### config.mk
export PLATFORM = sky130hd
export DESIGN_NAME = bank_tracker
export DESIGN_NICKNAME = d
export VERILOG_FILES = /design/src/rtl/bank_tracker_pkg.sv /design/src/rtl/delay_count.sv /design/src/rtl/bank_timer.sv /design/src/rtl/refresh_pacer.sv /design/src/rtl/bank_tracker.sv
export SDC_FILE = /design/constraint.sdc
export NUM_CORES = 1
export LEC_CHECK = 0
export CORE_MARGIN = 5
export CORE_UTILIZATION = 64
export CTS_BUF_LIST = sky130_fd_sc_hd__clkbuf_4
export CTS_CLUSTER_SIZE = 16
export DETAILED_ROUTE_END_ITERATION = 12
export PLACE_DENSITY = 0.95
export SLEW_MARGIN = 30
export SYNTH_ARGS = -nofsm -noshare
export SYNTH_HDL_FRONTEND = slang
export SYNTH_HIERARCHICAL = 1
export SYNTH_SLANG_ARGS = --single-unit
### constraint.sdc
create_clock -name clk_i -period 6.26 [get_ports clk_i]
set_input_delay 0.939 -clock clk_i [delete_from_list [all_inputs] [get_ports clk_i]]
set_output_delay 0.939 -clock clk_i [all_outputs]
set_load 0.02 [all_outputs]
### src/rtl/bank_tracker_pkg.sv
package bank_tracker_pkg;

  typedef enum logic [2:0] {
    CMD_NOP = 3'd0,
    CMD_ACT = 3'd1,
    CMD_RD  = 3'd2,
    CMD_WR  = 3'd3,
    CMD_PRE = 3'd4,
    CMD_REF = 3'd5
  } cmd_e;

  // round a span up to whole clocks
  function automatic int ps_to_cyc(input int span_ps, input int clk_ps);
    return (span_ps + clk_ps - 1) / clk_ps;
  endfunction

endpackage

### src/rtl/delay_count.sv
module delay_count #(
  parameter int CYC = 4
) (
  input  logic clk_i,
  input  logic rst_ni,
  input  logic load_i,
  output logic done_o
);
  localparam int W = (CYC > 1) ? $clog2(CYC) : 1;

  logic [W-1:0] cnt_q;

  always_ff @(posedge clk_i or negedge rst_ni) begin
    if (!rst_ni)              cnt_q <= '0;
    else if (load_i)          cnt_q <= W'(CYC - 1);
    else if (cnt_q != '0)     cnt_q <= cnt_q - 1'b1;
  end

  assign done_o = (cnt_q == '0);

  p_load_holds_r2: assert property (@(posedge clk_i) disable iff (!rst_ni)
    (load_i && CYC > 1) |=> !done_o);

  p_count_down_r3: assert property (@(posedge clk_i) disable iff (!rst_ni)
    (!load_i && done_o) |=> done_o);

endmodule

### src/rtl/bank_timer.sv
module bank_timer #(
  parameter int TRCD_CYC = 4,
  parameter int TRP_CYC  = 4,
  parameter int TRC_CYC  = 15
) (
  input  logic clk_i,
  input  logic rst_ni,
  input  logic act_i,
  input  logic pre_i,
  output logic open_o,
  output logic act_ok_o,
  output logic rw_ok_o,
  output logic idle_o
);
  logic open_q;
  logic rcd_done, rp_done, rc_done;
  logic close_go;

  assign close_go = pre_i && open_q;

  always_ff @(posedge clk_i or negedge rst_ni) begin
    if (!rst_ni)       open_q <= 1'b0;
    else if (act_i)    open_q <= 1'b1;
    else if (close_go) open_q <= 1'b0;
  end

  delay_count #(.CYC(TRCD_CYC)) u_rcd (
    .clk_i(clk_i), .rst_ni(rst_ni), .load_i(act_i), .done_o(rcd_done));
  delay_count #(.CYC(TRC_CYC)) u_rc (
    .clk_i(clk_i), .rst_ni(rst_ni), .load_i(act_i), .done_o(rc_done));
  delay_count #(.CYC(TRP_CYC)) u_rp (
    .clk_i(clk_i), .rst_ni(rst_ni), .load_i(close_go), .done_o(rp_done));

  assign open_o   = open_q;
  assign act_ok_o = !open_q && rp_done && rc_done;
  assign rw_ok_o  = open_q && rcd_done;
  assign idle_o   = !open_q && rp_done;

  p_act_opens_r1: assert property (@(posedge clk_i) disable iff (!rst_ni)
    act_i |=> (open_o && !act_ok_o));

  p_pre_closes_r1: assert property (@(posedge clk_i) disable iff (!rst_ni)
    (pre_i && !act_i) |=> !open_o);

  p_act_legal_r5: assert property (@(posedge clk_i) disable iff (!rst_ni)
    act_i |-> !open_o);

  p_rw_after_open_r2: assert property (@(posedge clk_i) disable iff (!rst_ni)
    $rose(rw_ok_o) |-> $past(open_o));

endmodule

### src/rtl/refresh_pacer.sv
module refresh_pacer #(
  parameter int NORM_CYC = 2080,
  parameter int HOT_CYC  = 1040,
  parameter int MAX_PEND = 8
) (
  input  logic                            clk_i,
  input  logic                            rst_ni,
  input  logic                            hot_i,
  input  logic                            ref_go_i,
  output logic [$clog2(MAX_PEND+1)-1:0]   pend_o,
  output logic                            req_o,
  output logic                            overdue_o
);
  localparam int TMAX = (NORM_CYC > HOT_CYC) ? NORM_CYC : HOT_CYC;
  localparam int TW   = (TMAX > 1) ? $clog2(TMAX) : 1;
  localparam int PW   = $clog2(MAX_PEND + 1);

  logic [TW-1:0] tmr_q;
  logic [TW-1:0] lim;
  logic          tick;
  logic          pay;
  logic [PW-1:0] pend_q, pend_d;

  assign lim  = hot_i ? TW'(HOT_CYC - 1) : TW'(NORM_CYC - 1);
  assign tick = (tmr_q >= lim);
  assign pay  = ref_go_i && (pend_q != '0);

  always_ff @(posedge clk_i or negedge rst_ni) begin
    if (!rst_ni)   tmr_q <= '0;
    else if (tick) tmr_q <= '0;
    else           tmr_q <= tmr_q + 1'b1;
  end

  always_comb begin
    pend_d = pend_q;
    if (tick && !pay) begin
      if (pend_q != PW'(MAX_PEND)) pend_d = pend_q + 1'b1;
    end else if (!tick && pay) begin
      pend_d = pend_q - 1'b1;
    end
  end

  always_ff @(posedge clk_i or negedge rst_ni) begin
    if (!rst_ni) pend_q <= '0;
    else         pend_q <= pend_d;
  end

  assign pend_o    = pend_q;
  assign req_o     = (pend_q != '0);
  assign overdue_o = (pend_q >= PW'(MAX_PEND));

  p_pend_cap_r9: assert property (@(posedge clk_i) disable iff (!rst_ni)
    pend_o <= PW'(MAX_PEND));

  p_pend_step_r7: assert property (@(posedge clk_i) disable iff (!rst_ni)
    !$stable(pend_o) |-> (pend_o == $past(pend_o) + 1'b1 || pend_o == $past(pend_o) - 1'b1));

  p_overdue_req_r9: assert property (@(posedge clk_i) disable iff (!rst_ni)
    overdue_o |-> req_o);

  p_pay_lowers_r8: assert property (@(posedge clk_i) disable iff (!rst_ni)
    (ref_go_i && req_o && !tick) |=> (pend_o == $past(pend_o) - 1'b1));

endmodule

### src/rtl/bank_tracker.sv
module bank_tracker
  import bank_tracker_pkg::*;
#(
  parameter int NUM_BANKS   = 4,
  parameter int CLK_PS      = 3750,
  parameter int TRCD_PS     = 15000,
  parameter int TRP_PS      = 15000,
  parameter int TRC_PS      = 55000,
  parameter int REFI_PS     = 7800000,
  parameter int REFI_HOT_PS = 3900000,
  parameter int MAX_PEND    = 8
) (
  input  logic                                clk_i,
  input  logic                                rst_ni,
  input  logic [2:0]                          cmd_i,
  input  logic [$clog2(NUM_BANKS)-1:0]        bank_i,
  input  logic                                hot_i,
  output logic [NUM_BANKS-1:0]                bank_open_o,
  output logic [NUM_BANKS-1:0]                act_ok_o,
  output logic [NUM_BANKS-1:0]                rw_ok_o,
  output logic                                ref_ok_o,
  output logic                                ref_req_o,
  output logic                                ref_overdue_o,
  output logic [$clog2(MAX_PEND+1)-1:0]       ref_pending_o,
  output logic                                proto_err_o
);
  localparam int BW       = $clog2(NUM_BANKS);
  localparam int TRCD_CYC = ps_to_cyc(TRCD_PS, CLK_PS);
  localparam int TRP_CYC  = ps_to_cyc(TRP_PS, CLK_PS);
  localparam int TRC_CYC  = ps_to_cyc(TRC_PS, CLK_PS);
  localparam int NORM_CYC = ps_to_cyc(REFI_PS, CLK_PS);
  localparam int HOT_CYC  = ps_to_cyc(REFI_HOT_PS, CLK_PS);

  cmd_e                 cmd;
  logic [NUM_BANKS-1:0] act_go, pre_go, idle;
  logic                 ref_go;
  logic                 bad_cmd;
  logic                 err_q;

  assign cmd = cmd_e'(cmd_i);

  for (genvar b = 0; b < NUM_BANKS; b++) begin : g_bank
    logic sel;
    assign sel       = (bank_i == BW'(b));
    assign act_go[b] = (cmd == CMD_ACT) && sel && act_ok_o[b];
    assign pre_go[b] = (cmd == CMD_PRE) && sel;

    bank_timer #(
      .TRCD_CYC(TRCD_CYC), .TRP_CYC(TRP_CYC), .TRC_CYC(TRC_CYC)
    ) u_bank (
      .clk_i(clk_i), .rst_ni(rst_ni),
      .act_i(act_go[b]), .pre_i(pre_go[b]),
      .open_o(bank_open_o[b]), .act_ok_o(act_ok_o[b]),
      .rw_ok_o(rw_ok_o[b]), .idle_o(idle[b]));
  end

  assign ref_ok_o = &idle;
  assign ref_go   = (cmd == CMD_REF) && ref_ok_o;

  always_comb begin
    bad_cmd = 1'b0;
    case (cmd)
      CMD_ACT:        bad_cmd = !act_ok_o[bank_i];
      CMD_RD, CMD_WR: bad_cmd = !rw_ok_o[bank_i];
      CMD_REF:        bad_cmd = !ref_ok_o;
      default:        bad_cmd = 1'b0;
    endcase
  end

  always_ff @(posedge clk_i or negedge rst_ni) begin
    if (!rst_ni)      err_q <= 1'b0;
    else if (bad_cmd) err_q <= 1'b1;
  end

  assign proto_err_o = err_q;

  refresh_pacer #(
    .NORM_CYC(NORM_CYC), .HOT_CYC(HOT_CYC), .MAX_PEND(MAX_PEND)
  ) u_pacer (
    .clk_i(clk_i), .rst_ni(rst_ni), .hot_i(hot_i), .ref_go_i(ref_go),
    .pend_o(ref_pending_o), .req_o(ref_req_o), .overdue_o(ref_overdue_o));

  p_err_sticky_r5: assert property (@(posedge clk_i) disable iff (!rst_ni)
    proto_err_o |=> proto_err_o);

  p_bad_act_r5: assert property (@(posedge clk_i) disable iff (!rst_ni)
    (cmd_i == 3'd1 && !act_ok_o[bank_i]) |=> (proto_err_o && $stable(bank_open_o)));

  p_bad_rw_r5: assert property (@(posedge clk_i) disable iff (!rst_ni)
    ((cmd_i == 3'd2 || cmd_i == 3'd3) && !rw_ok_o[bank_i]) |=> proto_err_o);

  p_ref_closed_r6: assert property (@(posedge clk_i) disable iff (!rst_ni)
    ref_ok_o |-> (bank_open_o == '0));

  p_one_open_change_r1: assert property (@(posedge clk_i) disable iff (!rst_ni)
    $countones(bank_open_o ^ $past(bank_open_o)) <= 1);

endmodule

==> results.json <==
{
  "status": "finished, final reports clean",
  "max_freq_mhz": 259,
  "synth_seq_cells": 53,
  "slew_violations": 0,
  "yosys_warnings": 6,
  "io_buffers": 27,
  "grt_use_total": 0.194,
  "p_leak_nw": 1.78,
  "crit_slowest_cell": "o21ai_2",
  "cts_tree": "done",
  "syn-num-nets": 335,
  "post-cts-setup-buffer-count": 0,
  "stdcell_area_mm2": 0.00357,
  "fp-row-count": 25,
  "fp.dieW_um": 80.4,
  "yosys-top-cells-area": "dfrtp_1, ha_1, inv_1",
  "critical_path_class": "primary input to register",
  "end_kind": "register",
  "drt_iter0_drc": 109,
  "max_stage_delay_ns": 0.71,
  "nets": 364,
  "overflow": 0,
  "maxCapViolCount": 0,
  "gp_congestion": 0.814,
  "syn_area_mm2": 0.00317,
  "final_layout_size_suffix_gt1_frac": 0.121,
  "synth.top_cell.area_share": 0.418,
  "yosys-top-cells-count": "dfrtp_1, inv_1, nor2_1",
  "worst_setup_path_start_kind": "primary input",
  "hold_class": "register to register",
  "critical-path-top-delay-family": "compound AO/OA/AOI/OAI gates",
  "antenna_found_initial": 0,
  "ioPinCount": 28,
  "dieArea_mm2": 0.00646,
  "cts_resized": 0,
  "setup-violations-final": 0,
  "path_clk_slew_ns": 0.15,
  "synth_flop_cell": "dfrtp_1",
  "grt_pass1_vias": 2222,
  "start_util": 0.667,
  "post-synth-top-count-cell": "dfrtp_1",
  "clk_path_buf_depth": 2,
  "synth.distinct_cells": 49,
  "cp_max_fo": 21,
  "place_inst": 397,
  "cp_cell_sequence": "clkdlybuf4s50_1 > inv_1 > ha_1 > o21ai_0 > o21ai_2 > nand2_1 > ha_1 > a21o_1 > a21oi_1 > and3b_1 > mux2i_1 > o22ai_1",
  "fill_cells": 345,
  "place_hpwl_um": 4290,
  "r2r_slack_ns": 3.09,
  "clk_latency_ns": 0.37,
  "cp_data_arrival_time_ns": 4.16,
  "fin_tns_setup_ns": 0,
  "clock_skew_ns": 0.0105,
  "worst_pin_slew_ns": 0.902,
  "wl_um": 5740,
  "crit_buf_inv": 2,
  "antenna_cells": 0,
  "required_ns": 6.56,
  "first_pass_iters": 4,
  "synth-edff-count": 0,
  "slew_headroom": 0.399,
  "ys_seq_area_frac": 0.418,
  "post_dp_cell_area_mm2": 0.00349,
  "synth.largest_area_cell": "dfrtp_1",
  "timing.final.crit_share": 0.616,
  "fin_crit_ns": 3.86,
  "root_buffer": "clkbuf_4",
  "ir_drop_mv": 0.306,
  "powerDensity_mw_per_mm2": 464,
  "rsz0062_at_grt": "false",
  "vias": 2231,
  "cts_buffers": 5,
  "clock-sinks": 53,
  "cpMostUsedCell": "ha_1",
  "avgSynthCellArea_um2": 10.3,
  "h-tree-depth": 2,
  "grt_max_degree": 54,
  "drc": 0,
  "core_area_mm2": 0.00475,
  "syn2layout_area_growth_pct": 12.6,
  "grt_pass1_wl_um": 9810,
  "via_per_inst": 5.51,
  "ctsHoldBuffers": 0,
  "wl_per_cell_um": 14.2,
  "ant_nets": 0,
  "finalHoldViolCount": 0,
  "die_h_um": 80.4,
  "synth_cells": 308,
  "synthArstFlopShare": 1.00,
  "stdcell_count": 405
}
-- cell type report --
class	count	area (um2)	area share
multi-input cells	211	1670	0.467
inverters	38	143	0.0400
clock buffers	6	45.0	0.0126
clock inverters	2	33.8	0.00946
flip-flops and latches	53	1330	0.372
repair buffers	28	273	0.0764
well taps	67	83.8	0.0235
-- flip-flops by register name, summed over array words and instances, names as in the netlist --
name and count:
g_bank.u_bank/u_rp/cnt_q 8, proto_err_o 1, g_bank.u_bank/u_rc/cnt_q 16, u_pacer/tmr_q 12, u_pacer/pend_o 4, g_bank.u_bank/u_rcd/cnt_q 8, g_bank.u_bank/open_o 4
-- worst paths after layout --
kind	from	endpoint	cells past startpoint
worst max-delay path	hot_i	u_pacer/pend_o[3]	12
worst min-delay path	g_bank[3].u_bank/u_rp/cnt_q[1]	g_bank[3].u_bank/u_rp/cnt_q[1]	1
worst max register to register	u_pacer/tmr_q[10]	u_pacer/pend_o[3]	10
worst min register to register	g_bank[3].u_bank/u_rp/cnt_q[1]	g_bank[3].u_bank/u_rp/cnt_q[1]	1
max in group asynchronous	rst_ni	u_pacer/tmr_q[6]	2
min in group asynchronous	rst_ni	g_bank[1].u_bank/u_rc/cnt_q[3]	2
-- routing by layer --
metal | part of all wire | track usage
met1 | 0.44 | 0.239
met2 | 0.53 | 0.347
met3 | 0.019 | 0.0269
met4 | 0.016 | 0.0659
met5 | 0 | 0
-- kinds of logic (layout without fill, tap and decap cells) --
kind of cell               count (synthesis)  in the layout  synth area share
AOI/OAI and AO/OA                         36             36            0.0940
xor gates and xnor gates                  20             20            0.0553
adders and majority gates                 19             19            0.0774
buffers and inverters                     44             74            0.0561
DFF                                       53             53             0.418
muxes                                     16             16            0.0576
and+or+nand+nor                          120            120             0.241
-- where the power goes --
group | internal, W | switching [W] | total [W]
logic | 0.000427 | 0.000394 | 0.000821
clock network | 0.0000877 | 0.000104 | 0.000192
registers | 0.000493 | 0.000151 | 0.000644
-- per-stage QoR --
stage / hold WS [ns] / utilization / setup slack, ns / power (W)
finish: 0.513 / 0.751 / 2.40 / 0.00166
global route: 0.537 / 0.751 / 2.27 / 0.00181
CTS: 0.512 / 0.751 / 2.44 / 0.00167
detailed placement: 0.480 / 0.734 / 2.05 / 0.00147
global placement: 0.472 / 0.734 / 2.24 / 0.00140
floorplan: 0.448 / - / 2.92 / 0.00126
-- cell usage in the layout (no fill, tap or decap), drive strengths merged, types with 2 or more instances in the layout --
| cell type | Yosys | layout |
|---|---|---|
| mux2i | 10 | 10 |
| nand4 | 2 | 2 |
| clkbuf | 1 | 6 |
| and4b | 2 | 2 |
| a211o | 16 | 16 |
| nor2b | 13 | 13 |
| inv | 38 | 38 |
| ha | 18 | 18 |
| buf | 5 | 2 |
| xnor2 | 4 | 4 |
| and2 | 13 | 13 |
| and3 | 5 | 5 |
| xor2 | 16 | 16 |
| clkdlybuf4s50 | 0 | 26 |
| mux2 | 5 | 5 |
| o21ai | 3 | 3 |
| nor3 | 6 | 6 |
| a31oi | 2 | 2 |
| nor3b | 7 | 7 |
| o22ai | 2 | 2 |
| and4 | 2 | 2 |
| and3b | 5 | 5 |
| nand2b | 10 | 10 |
| o31a | 4 | 4 |
| nor2 | 36 | 36 |
| a21o | 5 | 5 |
| dfrtp | 53 | 53 |
| nand2 | 8 | 8 |
| nand3 | 5 | 5 |
| or3b | 2 | 2 |
Power figures use the tool's default switching activity.
